`src/rtl/asram_pkg.sv`:
```
package asram_pkg;

  typedef enum logic [3:0] {
    IDLE, RD_SETUP, RD_WAIT, RD_CAPTURE,
    WR_SETUP, WR_PULSE, WR_HOLD, TURNAROUND
  } asram_state_e;

  function automatic int ns_to_cyc(input int ns, input int clk_ns);
    return (ns + clk_ns - 1) / clk_ns;
  endfunction

  function automatic int max2(input int a, input int b);
    return (a > b) ? a : b;
  endfunction

endpackage

```
`src/rtl/asram_cyc_timer.sv`:
```
module asram_cyc_timer #(
  parameter int CNT_W = 5
) (
  input  logic             clk,
  input  logic             rst,
  input  logic             load,
  input  logic [CNT_W-1:0] load_val,
  output logic             done
);
  logic [CNT_W-1:0] cnt;

  always_ff @(posedge clk) begin
    if (rst)               cnt <= '0;
    else if (load)         cnt <= load_val;
    else if (cnt != '0)    cnt <= cnt - 1'b1;
  end

  assign done = (cnt == '0);
endmodule

```
`src/rtl/asram_rd_capture.sv`:
```
module asram_rd_capture #(
  parameter int DATA_W = 8
) (
  input  logic              clk,
  input  logic              rst,
  input  logic              capture,
  input  logic [DATA_W-1:0] dq_i,
  output logic [DATA_W-1:0] rdata,
  output logic              rvalid
);
  always_ff @(posedge clk) begin
    if (rst) begin
      rdata  <= '0;
      rvalid <= 1'b0;
    end else begin
      rvalid <= capture;
      if (capture) rdata <= dq_i;
    end
  end

  // strobe is a single-cycle pulse
  a_r6_rvalid_pulse: assert property (@(posedge clk) disable iff (rst)
    rvalid |=> !rvalid);
endmodule

```
`src/rtl/asram_ctrl.sv`:
```
module asram_ctrl
  import asram_pkg::*;
#(
  parameter int ADDR_W    = 19,
  parameter int DATA_W    = 8,
  parameter int CLK_NS    = 4,
  parameter int T_RC_NS   = 55,
  parameter int T_AA_NS   = 55,
  parameter int T_ACE_NS  = 55,
  parameter int T_DOE_NS  = 25,
  parameter int T_WC_NS   = 55,
  parameter int T_PWE_NS  = 40,
  parameter int T_AW_NS   = 40,
  parameter int T_SD_NS   = 25,
  parameter int T_HZ_NS   = 20
) (
  input  logic              clk,
  input  logic              rst,
  input  logic              host_req,
  input  logic              host_we,
  input  logic [ADDR_W-1:0] host_addr,
  input  logic [DATA_W-1:0] host_wdata,
  output logic              host_ready,
  output logic [DATA_W-1:0] host_rdata,
  output logic              host_rvalid,
  output logic              mem_ce_n,
  output logic              mem_we_n,
  output logic              mem_oe_n,
  output logic [ADDR_W-1:0] mem_addr,
  output logic [DATA_W-1:0] mem_dq_o,
  output logic              mem_dq_oe,
  input  logic [DATA_W-1:0] mem_dq_i
);
  // Cycle counts derived from the nanosecond limits
  localparam int RD_CYC = max2(3, max2(max2(ns_to_cyc(T_RC_NS, CLK_NS), ns_to_cyc(T_AA_NS, CLK_NS)),
                                       max2(ns_to_cyc(T_ACE_NS, CLK_NS), ns_to_cyc(T_DOE_NS, CLK_NS))));
  localparam int PW_CYC = max2(1, max2(ns_to_cyc(T_PWE_NS, CLK_NS),
                                       max2(ns_to_cyc(T_SD_NS, CLK_NS), ns_to_cyc(T_AW_NS, CLK_NS))));
  localparam int WC_CYC = ns_to_cyc(T_WC_NS, CLK_NS);
  localparam int HOLD_CYC = max2(1, WC_CYC - 1 - PW_CYC);
  localparam int HZ_CYC = max2(1, ns_to_cyc(T_HZ_NS, CLK_NS));
  localparam int MAX_CYC = max2(max2(RD_CYC, PW_CYC), max2(HOLD_CYC, HZ_CYC));
  localparam int CNT_W = $clog2(MAX_CYC + 1) + 1;

  asram_state_e     st;
  logic             t_load, t_done, cap;
  logic [CNT_W-1:0] t_val;

  // Timer loads on entry to each counted state
  always_comb begin
    t_load = 1'b0;
    t_val  = '0;
    case (st)
      RD_SETUP:   begin t_load = 1'b1; t_val = CNT_W'(RD_CYC - 3);   end
      RD_CAPTURE: begin t_load = 1'b1; t_val = CNT_W'(HZ_CYC - 1);   end
      WR_SETUP:   begin t_load = 1'b1; t_val = CNT_W'(PW_CYC - 1);   end
      WR_PULSE:   begin t_load = t_done; t_val = CNT_W'(HOLD_CYC - 1); end
      default: ;
    endcase
  end

  asram_cyc_timer #(.CNT_W(CNT_W)) u_timer (
    .clk(clk), .rst(rst), .load(t_load), .load_val(t_val), .done(t_done)
  );

  assign cap = (st == RD_CAPTURE);

  asram_rd_capture #(.DATA_W(DATA_W)) u_cap (
    .clk(clk), .rst(rst), .capture(cap), .dq_i(mem_dq_i),
    .rdata(host_rdata), .rvalid(host_rvalid)
  );

  always_ff @(posedge clk) begin
    if (rst) begin
      st         <= IDLE;
      host_ready <= 1'b1;
      mem_ce_n   <= 1'b1;
      mem_we_n   <= 1'b1;
      mem_oe_n   <= 1'b1;
      mem_dq_oe  <= 1'b0;
      mem_addr   <= '0;
      mem_dq_o   <= '0;
    end else begin
      case (st)
        IDLE: if (host_req) begin
          host_ready <= 1'b0;
          mem_addr   <= host_addr;
          mem_ce_n   <= 1'b0;
          if (host_we) begin
            mem_dq_o  <= host_wdata;
            mem_dq_oe <= 1'b1;
            st        <= WR_SETUP;
          end else begin
            mem_oe_n  <= 1'b0;
            st        <= RD_SETUP;
          end
        end
        RD_SETUP:   st <= RD_WAIT;
        RD_WAIT:    if (t_done) st <= RD_CAPTURE;
        RD_CAPTURE: begin
          mem_ce_n <= 1'b1;
          mem_oe_n <= 1'b1;
          st       <= TURNAROUND;
        end
        TURNAROUND: if (t_done) begin
          host_ready <= 1'b1;
          st         <= IDLE;
        end
        WR_SETUP: begin
          mem_we_n <= 1'b0;
          st       <= WR_PULSE;
        end
        WR_PULSE: if (t_done) begin
          mem_we_n <= 1'b1;
          st       <= WR_HOLD;
        end
        WR_HOLD: if (t_done) begin
          mem_ce_n   <= 1'b1;
          mem_dq_oe  <= 1'b0;
          host_ready <= 1'b1;
          st         <= IDLE;
        end
        default: st <= IDLE;
      endcase
    end
  end

  // idle means deselected and bus released
  a_r2_idle_deselect: assert property (@(posedge clk) disable iff (rst)
    host_ready |-> (mem_ce_n && mem_we_n && mem_oe_n && !mem_dq_oe));
  // address frozen while selected
  a_r3_addr_stable: assert property (@(posedge clk) disable iff (rst)
    (!mem_ce_n && $past(!mem_ce_n)) |-> $stable(mem_addr));
  // write strobe only while selected and driving
  a_r4_we_with_drive: assert property (@(posedge clk) disable iff (rst)
    !mem_we_n |-> (!mem_ce_n && mem_dq_oe && $stable(mem_dq_o)));
  // never drive while memory output is enabled
  a_r7_no_contention: assert property (@(posedge clk) disable iff (rst)
    !mem_oe_n |-> !mem_dq_oe);
  // output enable and write strobe exclusive
  a_r9_oe_we_excl: assert property (@(posedge clk) disable iff (rst)
    !(!mem_oe_n && !mem_we_n));
endmodule

```
`config.mk`:
```
export PLATFORM = sky130hd
export DESIGN_NAME = asram_ctrl
export DESIGN_NICKNAME = d
export VERILOG_FILES = /design/src/rtl/asram_pkg.sv /design/src/rtl/asram_cyc_timer.sv /design/src/rtl/asram_rd_capture.sv /design/src/rtl/asram_ctrl.sv
export SDC_FILE = /design/constraint.sdc
export NUM_CORES = 1
export LEC_CHECK = 0
export BUFFER_PORTS_ARGS = -buffer_cell sky130_fd_sc_hd__buf_4
export CAP_MARGIN = 10
export CELL_PAD_IN_SITES_DETAIL_PLACEMENT = 1
export CELL_PAD_IN_SITES_GLOBAL_PLACEMENT = 1
export CORE_MARGIN = 5
export CORE_UTILIZATION = 38
export CTS_BUF_LIST = sky130_fd_sc_hd__clkbuf_8
export CTS_CLUSTER_SIZE = 16
export DETAILED_ROUTE_END_ITERATION = 8
export GPL_TIMING_DRIVEN = 1
export HOLD_SLACK_MARGIN = 0.1
export PLACE_DENSITY = 0.94
export SLEW_MARGIN = 0
export SYNTH_ARGS = -nofsm -noshare
export SYNTH_HDL_FRONTEND = slang
export SYNTH_HIERARCHICAL = 1
export SYNTH_SLANG_ARGS = --single-unit
```
`constraint.sdc`:
```
create_clock -name clk -period 4.1 [get_ports clk]
set_clock_uncertainty 0.2 [all_clocks]
set_input_delay 0.41 -clock clk [delete_from_list [all_inputs] [get_ports clk]]
set_output_delay 0.41 -clock clk [all_outputs]
set_load 0.005 [all_outputs]
```
==> impl_metrics.prom <==
# TYPE chip_impl_metric gauge
chip_impl_metric{name="power.share.combinational",unit="%"} 30.3
chip_impl_metric{name="ys_async_sr_fraction",unit="%"} 0
chip_impl_metric{name="drt_first_iter_violations",unit=""} 73
chip_impl_metric{name="post_cts_resized",unit=""} 0
chip_impl_metric{name="numCtsBuffers",unit=""} 5
chip_impl_info{name="crit_type",value="flip-flop to flip-flop"} 1
chip_impl_metric{name="cp_data_required_time",unit="ps"} 4100
chip_impl_metric{name="synth_enable_flop_cells",unit=""} 0
chip_impl_metric{name="timing.max_cap.violations",unit=""} 0
chip_impl_metric{name="r2r.worst_path.cells",unit=""} 9
chip_impl_metric{name="power.ir.vdd_worst",unit="uV"} 221
chip_impl_metric{name="hold_viol_final",unit=""} 0
chip_impl_metric{name="first_pass_grt_wire_length",unit="um"} 9040
chip_impl_metric{name="fp.dieArea",unit="sq mm"} 0.00673
chip_impl_metric{name="final_worst_path_cycle_share",unit="%"} 67.5
chip_impl_metric{name="portBuffers",unit=""} 79
chip_impl_metric{name="post_drt_via_cell_ratio",unit=""} 5.01
chip_impl_info{name="worst_hold_path.endpoint",value="u_cap/rdata[6]"} 1
chip_impl_metric{name="fill_cells",unit=""} 628
chip_impl_metric{name="postSynthNetCount",unit=""} 267
chip_impl_metric{name="horizontal_extent_of_the_die",unit="um"} 82.0
chip_impl_metric{name="synth.distinct_cells",unit=""} 39
chip_impl_metric{name="cts.sinks",unit=""} 49
chip_impl_metric{name="timing_worst_slew_pin_value",unit="ps"} 624
chip_impl_metric{name="seq_power_share",unit="%"} 44.2
chip_impl_info{name="cell_accounting_for_the_most_synthesized_area",value="sky130_fd_sc_hd__dfxtp_1"} 1
chip_impl_info{name="timing.critical_path.from_type",value="flip-flop"} 1
chip_impl_metric{name="postCtsSetupRepairBufs",unit=""} 0
chip_impl_metric{name="timing.fmax",unit="MHz"} 362
chip_impl_metric{name="ys_ff_latch",unit=""} 49
chip_impl_metric{name="chipHeight",unit="um"} 82.0
chip_impl_metric{name="grt_use_total",unit="%"} 17.4
chip_impl_metric{name="detail_route.first_pass.iterations",unit=""} 4
chip_impl_metric{name="slew_headroom",unit="%"} 58.4
chip_impl_metric{name="first_global_vias",unit=""} 1948
chip_impl_metric{name="final_layout_size_suffix_gt1_share",unit="%"} 30.7
chip_impl_metric{name="via_count",unit=""} 1852
chip_impl_info{name="reg2reg_to",value="u_timer/cnt[1]"} 1
chip_impl_metric{name="sw_frac_of_total",unit="%"} 32.5
chip_impl_metric{name="antenna_cells_inserted",unit=""} 0
chip_impl_metric{name="grt_antenna_before_repair",unit=""} 0
chip_impl_metric{name="post_synthesis_cell_area",unit="sq mm"} 0.00197
chip_impl_metric{name="final-instance-count-excl-fill",unit=""} 370
chip_impl_metric{name="core-area",unit="sq mm"} 0.00507
chip_impl_metric{name="syn2layout_area_growth",unit="%"} 36.9
chip_impl_metric{name="post_synth_inst_count",unit=""} 227
chip_impl_info{name="min_path_type",value="input port to flip-flop"} 1
chip_impl_metric{name="power.leakage",unit="nW"} 1.14
chip_impl_metric{name="dpl.hpwl",unit="um"} 4130
chip_impl_metric{name="wl_per_cell",unit="um"} 15.3
chip_impl_metric{name="floorplan.initialDensity",unit="%"} 38.9
chip_impl_metric{name="yosysSeqAreaShare",unit="%"} 49.7
chip_impl_metric{name="numPlacedInstances",unit=""} 362
chip_impl_info{name="synth.area.top_cells",value="sky130_fd_sc_hd__dfxtp_1 (50%), sky130_fd_sc_hd__nand2_1 (8.9%), sky130_fd_sc_hd__a21oi_1 (7.6%)"} 1
chip_impl_metric{name="number_of_hold_repair_buffers_added_at_the_cts_stage",unit=""} 0
chip_impl_metric{name="final_net_count",unit=""} 339
chip_impl_metric{name="power_density",unit="mW/mm^2"} 520
chip_impl_metric{name="synthDominantCellAreaShare",unit="%"} 49.7
chip_impl_metric{name="p_clk_share",unit="%"} 25.5
chip_impl_metric{name="timing_max_transition_violations_final",unit=""} 0
chip_impl_metric{name="post-route-util",unit="%"} 53.2
chip_impl_metric{name="syn_avg_cell_area",unit="sq um"} 8.69
chip_impl_metric{name="p_sw",unit="mW"} 0.456
chip_impl_metric{name="top_level_ports",unit=""} 80
chip_impl_metric{name="timing.critical_path.fanout_max",unit=""} 11
chip_impl_metric{name="total_internal_power",unit="mW"} 0.947
chip_impl_metric{name="globalplace.congestion",unit=""} 0.765
chip_impl_metric{name="period_minus_slack",unit="ps"} 2770
chip_impl_metric{name="maximum_count_of_clock_buffers_along_a_single_path",unit=""} 2
chip_impl_metric{name="min_path_cells",unit=""} 3
chip_impl_metric{name="crit_arrival",unit="ps"} 2760
chip_impl_metric{name="worst_skew_pair.late_latency",unit="ps"} 310
chip_impl_info{name="setup.worst_path.end_class",value="flip-flop"} 1
chip_impl_info{name="tritoncts",value="done"} 1
chip_impl_metric{name="clock_input_transition_at_the_sequential_cells_of_the_worst_setup_and_hold_paths",unit="ps"} 90
chip_impl_info{name="r2r-start",value="u_timer/cnt[0]"} 1
chip_impl_metric{name="rows",unit=""} 26
chip_impl_metric{name="global_route.overflow_total",unit=""} 0
chip_impl_info{name="hold_path_startpoint",value="mem_dq_i[6]"} 1
chip_impl_metric{name="finalSetupTns",unit="ps"} 0
chip_impl_info{name="status",value="complete, no violations"} 1
chip_impl_info{name="postSynth.topFlopCell",value="sky130_fd_sc_hd__dfxtp_1"} 1
chip_impl_metric{name="detail-route-antenna-nets",unit=""} 0
chip_impl_metric{name="ys.warnings.count",unit=""} 6
chip_impl_info{name="clk_root_buffer_cell",value="sky130_fd_sc_hd__clkbuf_8"} 1
chip_impl_metric{name="largest_net_degree_at_the_start_of_global_routing",unit=""} 51
chip_impl_metric{name="worst-r2r-setup-slack",unit="ps"} 1330
chip_impl_info{name="grt_setup_unrepaired",value="no"} 1
chip_impl_metric{name="cts.htree.levels",unit=""} 2
chip_impl_metric{name="drc_errors",unit=""} 0
chip_impl_metric{name="routed_wl",unit="um"} 5650
chip_impl_metric{name="final_count_of_negative_setup_slack_endpoints",unit=""} 0
-- Yosys cell counts (3+ instances only) --
master and count:
sky130_fd_sc_hd__nand2_1 47, sky130_fd_sc_hd__buf_2 3, sky130_fd_sc_hd__clkbuf_1 9, sky130_fd_sc_hd__a21oi_1 30, sky130_fd_sc_hd__mux2i_1 9, sky130_fd_sc_hd__nor3b_1 3
sky130_fd_sc_hd__dfxtp_1 49, sky130_fd_sc_hd__inv_1 7, sky130_fd_sc_hd__nor2b_1 3, sky130_fd_sc_hd__xnor2_1 3, sky130_fd_sc_hd__o21ai_0 10, sky130_fd_sc_hd__nor2_1 15
sky130_fd_sc_hd__nand3_1 9
-- sequential cells by signal (all words and copies together) (netlist names) --
| name | flops |
|---|---|
| mem_addr | 19 |
| mem_dq_o | 8 |
| u_cap/rdata | 8 |
| u_timer/cnt | 5 |
| st | 3 |
| host_ready | 1 |
| mem_ce_n | 1 |
| mem_dq_oe | 1 |
| mem_oe_n | 1 |
| mem_we_n | 1 |
| u_cap/rvalid | 1 |
-- placed cells by master, fill, tap and decap left out, types with 6 or more instances in the layout --
cell	Yosys	layout
sky130_fd_sc_hd__nor2_1	15	15
sky130_fd_sc_hd__inv_1	7	8
sky130_fd_sc_hd__a21oi_1	30	30
sky130_fd_sc_hd__mux2i_1	9	9
sky130_fd_sc_hd__nand3_1	9	9
sky130_fd_sc_hd__buf_4	0	80
sky130_fd_sc_hd__clkbuf_8	0	6
sky130_fd_sc_hd__o21ai_0	10	10
sky130_fd_sc_hd__dfxtp_1	49	49
sky130_fd_sc_hd__nand2_1	47	47
-- layout make-up --
class	count	area, sq um	area share, %
Clock buffer	6	82.6	3.06
Clock inverter	2	33.8	1.25
Inverter	7	26.3	0.973
Multi-Input combinational cell	156	888	32.9
Sequential cell	49	981	36.3
Tap cell	70	87.6	3.24
Timing Repair Buffer	80	601	22.2
-- kinds of logic (layout without fill, tap and decap cells) --
family / Yosys count / count (layout) / synth area share, %
other: 1 / 1 / 0.190
and+or+nand+nor: 88 / 88 / 22.3
xor gates and xnor gates: 3 / 3 / 1.33
buffers and inverters: 22 / 95 / 5.20
muxes: 9 / 9 / 4.57
AOI/OAI and AO/OA: 54 / 54 / 16.0
adders and majority gates: 1 / 1 / 0.634
DFF: 49 / 49 / 49.7
-- worst max-delay path: stages, from the launching register on --
cell and delay (ps):
sky130_fd_sc_hd__dfxtp_1 350, sky130_fd_sc_hd__inv_1 80, sky130_fd_sc_hd__ha_1 210, sky130_fd_sc_hd__nor4b_4 550
sky130_fd_sc_hd__nor2b_1 130, sky130_fd_sc_hd__o21ai_0 170, sky130_fd_sc_hd__o21a_1 290, sky130_fd_sc_hd__inv_1 160
sky130_fd_sc_hd__and4_2 240, sky130_fd_sc_hd__a311o_1 270
-- metrics by stage --
| stage | hold slack (ps) | instance area [sq um] | power (mW) | setup slack [ps] |
|---|---|---|---|---|
| 2_1_floorplan | 235 | 1970 | 0.893 | 1740 |
| 3_3_place_gp | 227 | 2580 | 1.03 | 1570 |
| 3_5_place_dp | 230 | 2580 | 1.06 | 1350 |
| 4_1_cts | 133 | 2700 | 1.42 | 1340 |
| 5_1_grt | 127 | 2700 | 1.50 | 1090 |
| 6_report | 139 | 2700 | 1.40 | 1330 |
-- layer usage --
metal / global-route usage [%] / share of wire (%)
met4: 5.98 / 1.4
met2: 30.1 / 49
met1: 19.8 / 43
met3: 5.92 / 7.5
met5: 0 / 0
-- how the worst max path moves through the flow --
stage / from / endpoint / slack [ps] / cells past startpoint
floorplan: u_timer/cnt[0] / u_timer/cnt[1] / 1740 / 9
global placement: u_timer/cnt[0] / u_timer/cnt[1] / 1570 / 9
detailed placement: u_timer/cnt[0] / u_timer/cnt[1] / 1350 / 9
CTS: u_timer/cnt[0] / u_timer/cnt[1] / 1340 / 9
global route: u_timer/cnt[0] / u_timer/cnt[1] / 1090 / 9
finish: u_timer/cnt[0] / u_timer/cnt[1] / 1330 / 9
-- power by group through the flow --
stage	Combinational (mW)	Sequential, mW	Clock (mW)
6_report	0.426	0.620	0.358
5_1_grt	0.475	0.631	0.392
4_1_cts	0.432	0.620	0.370
3_5_place_dp	0.429	0.631	0
3_3_place_gp	0.412	0.623	0
2_1_floorplan	0.287	0.606	0
No activity file was read; power rests on OpenSTA's default activity.
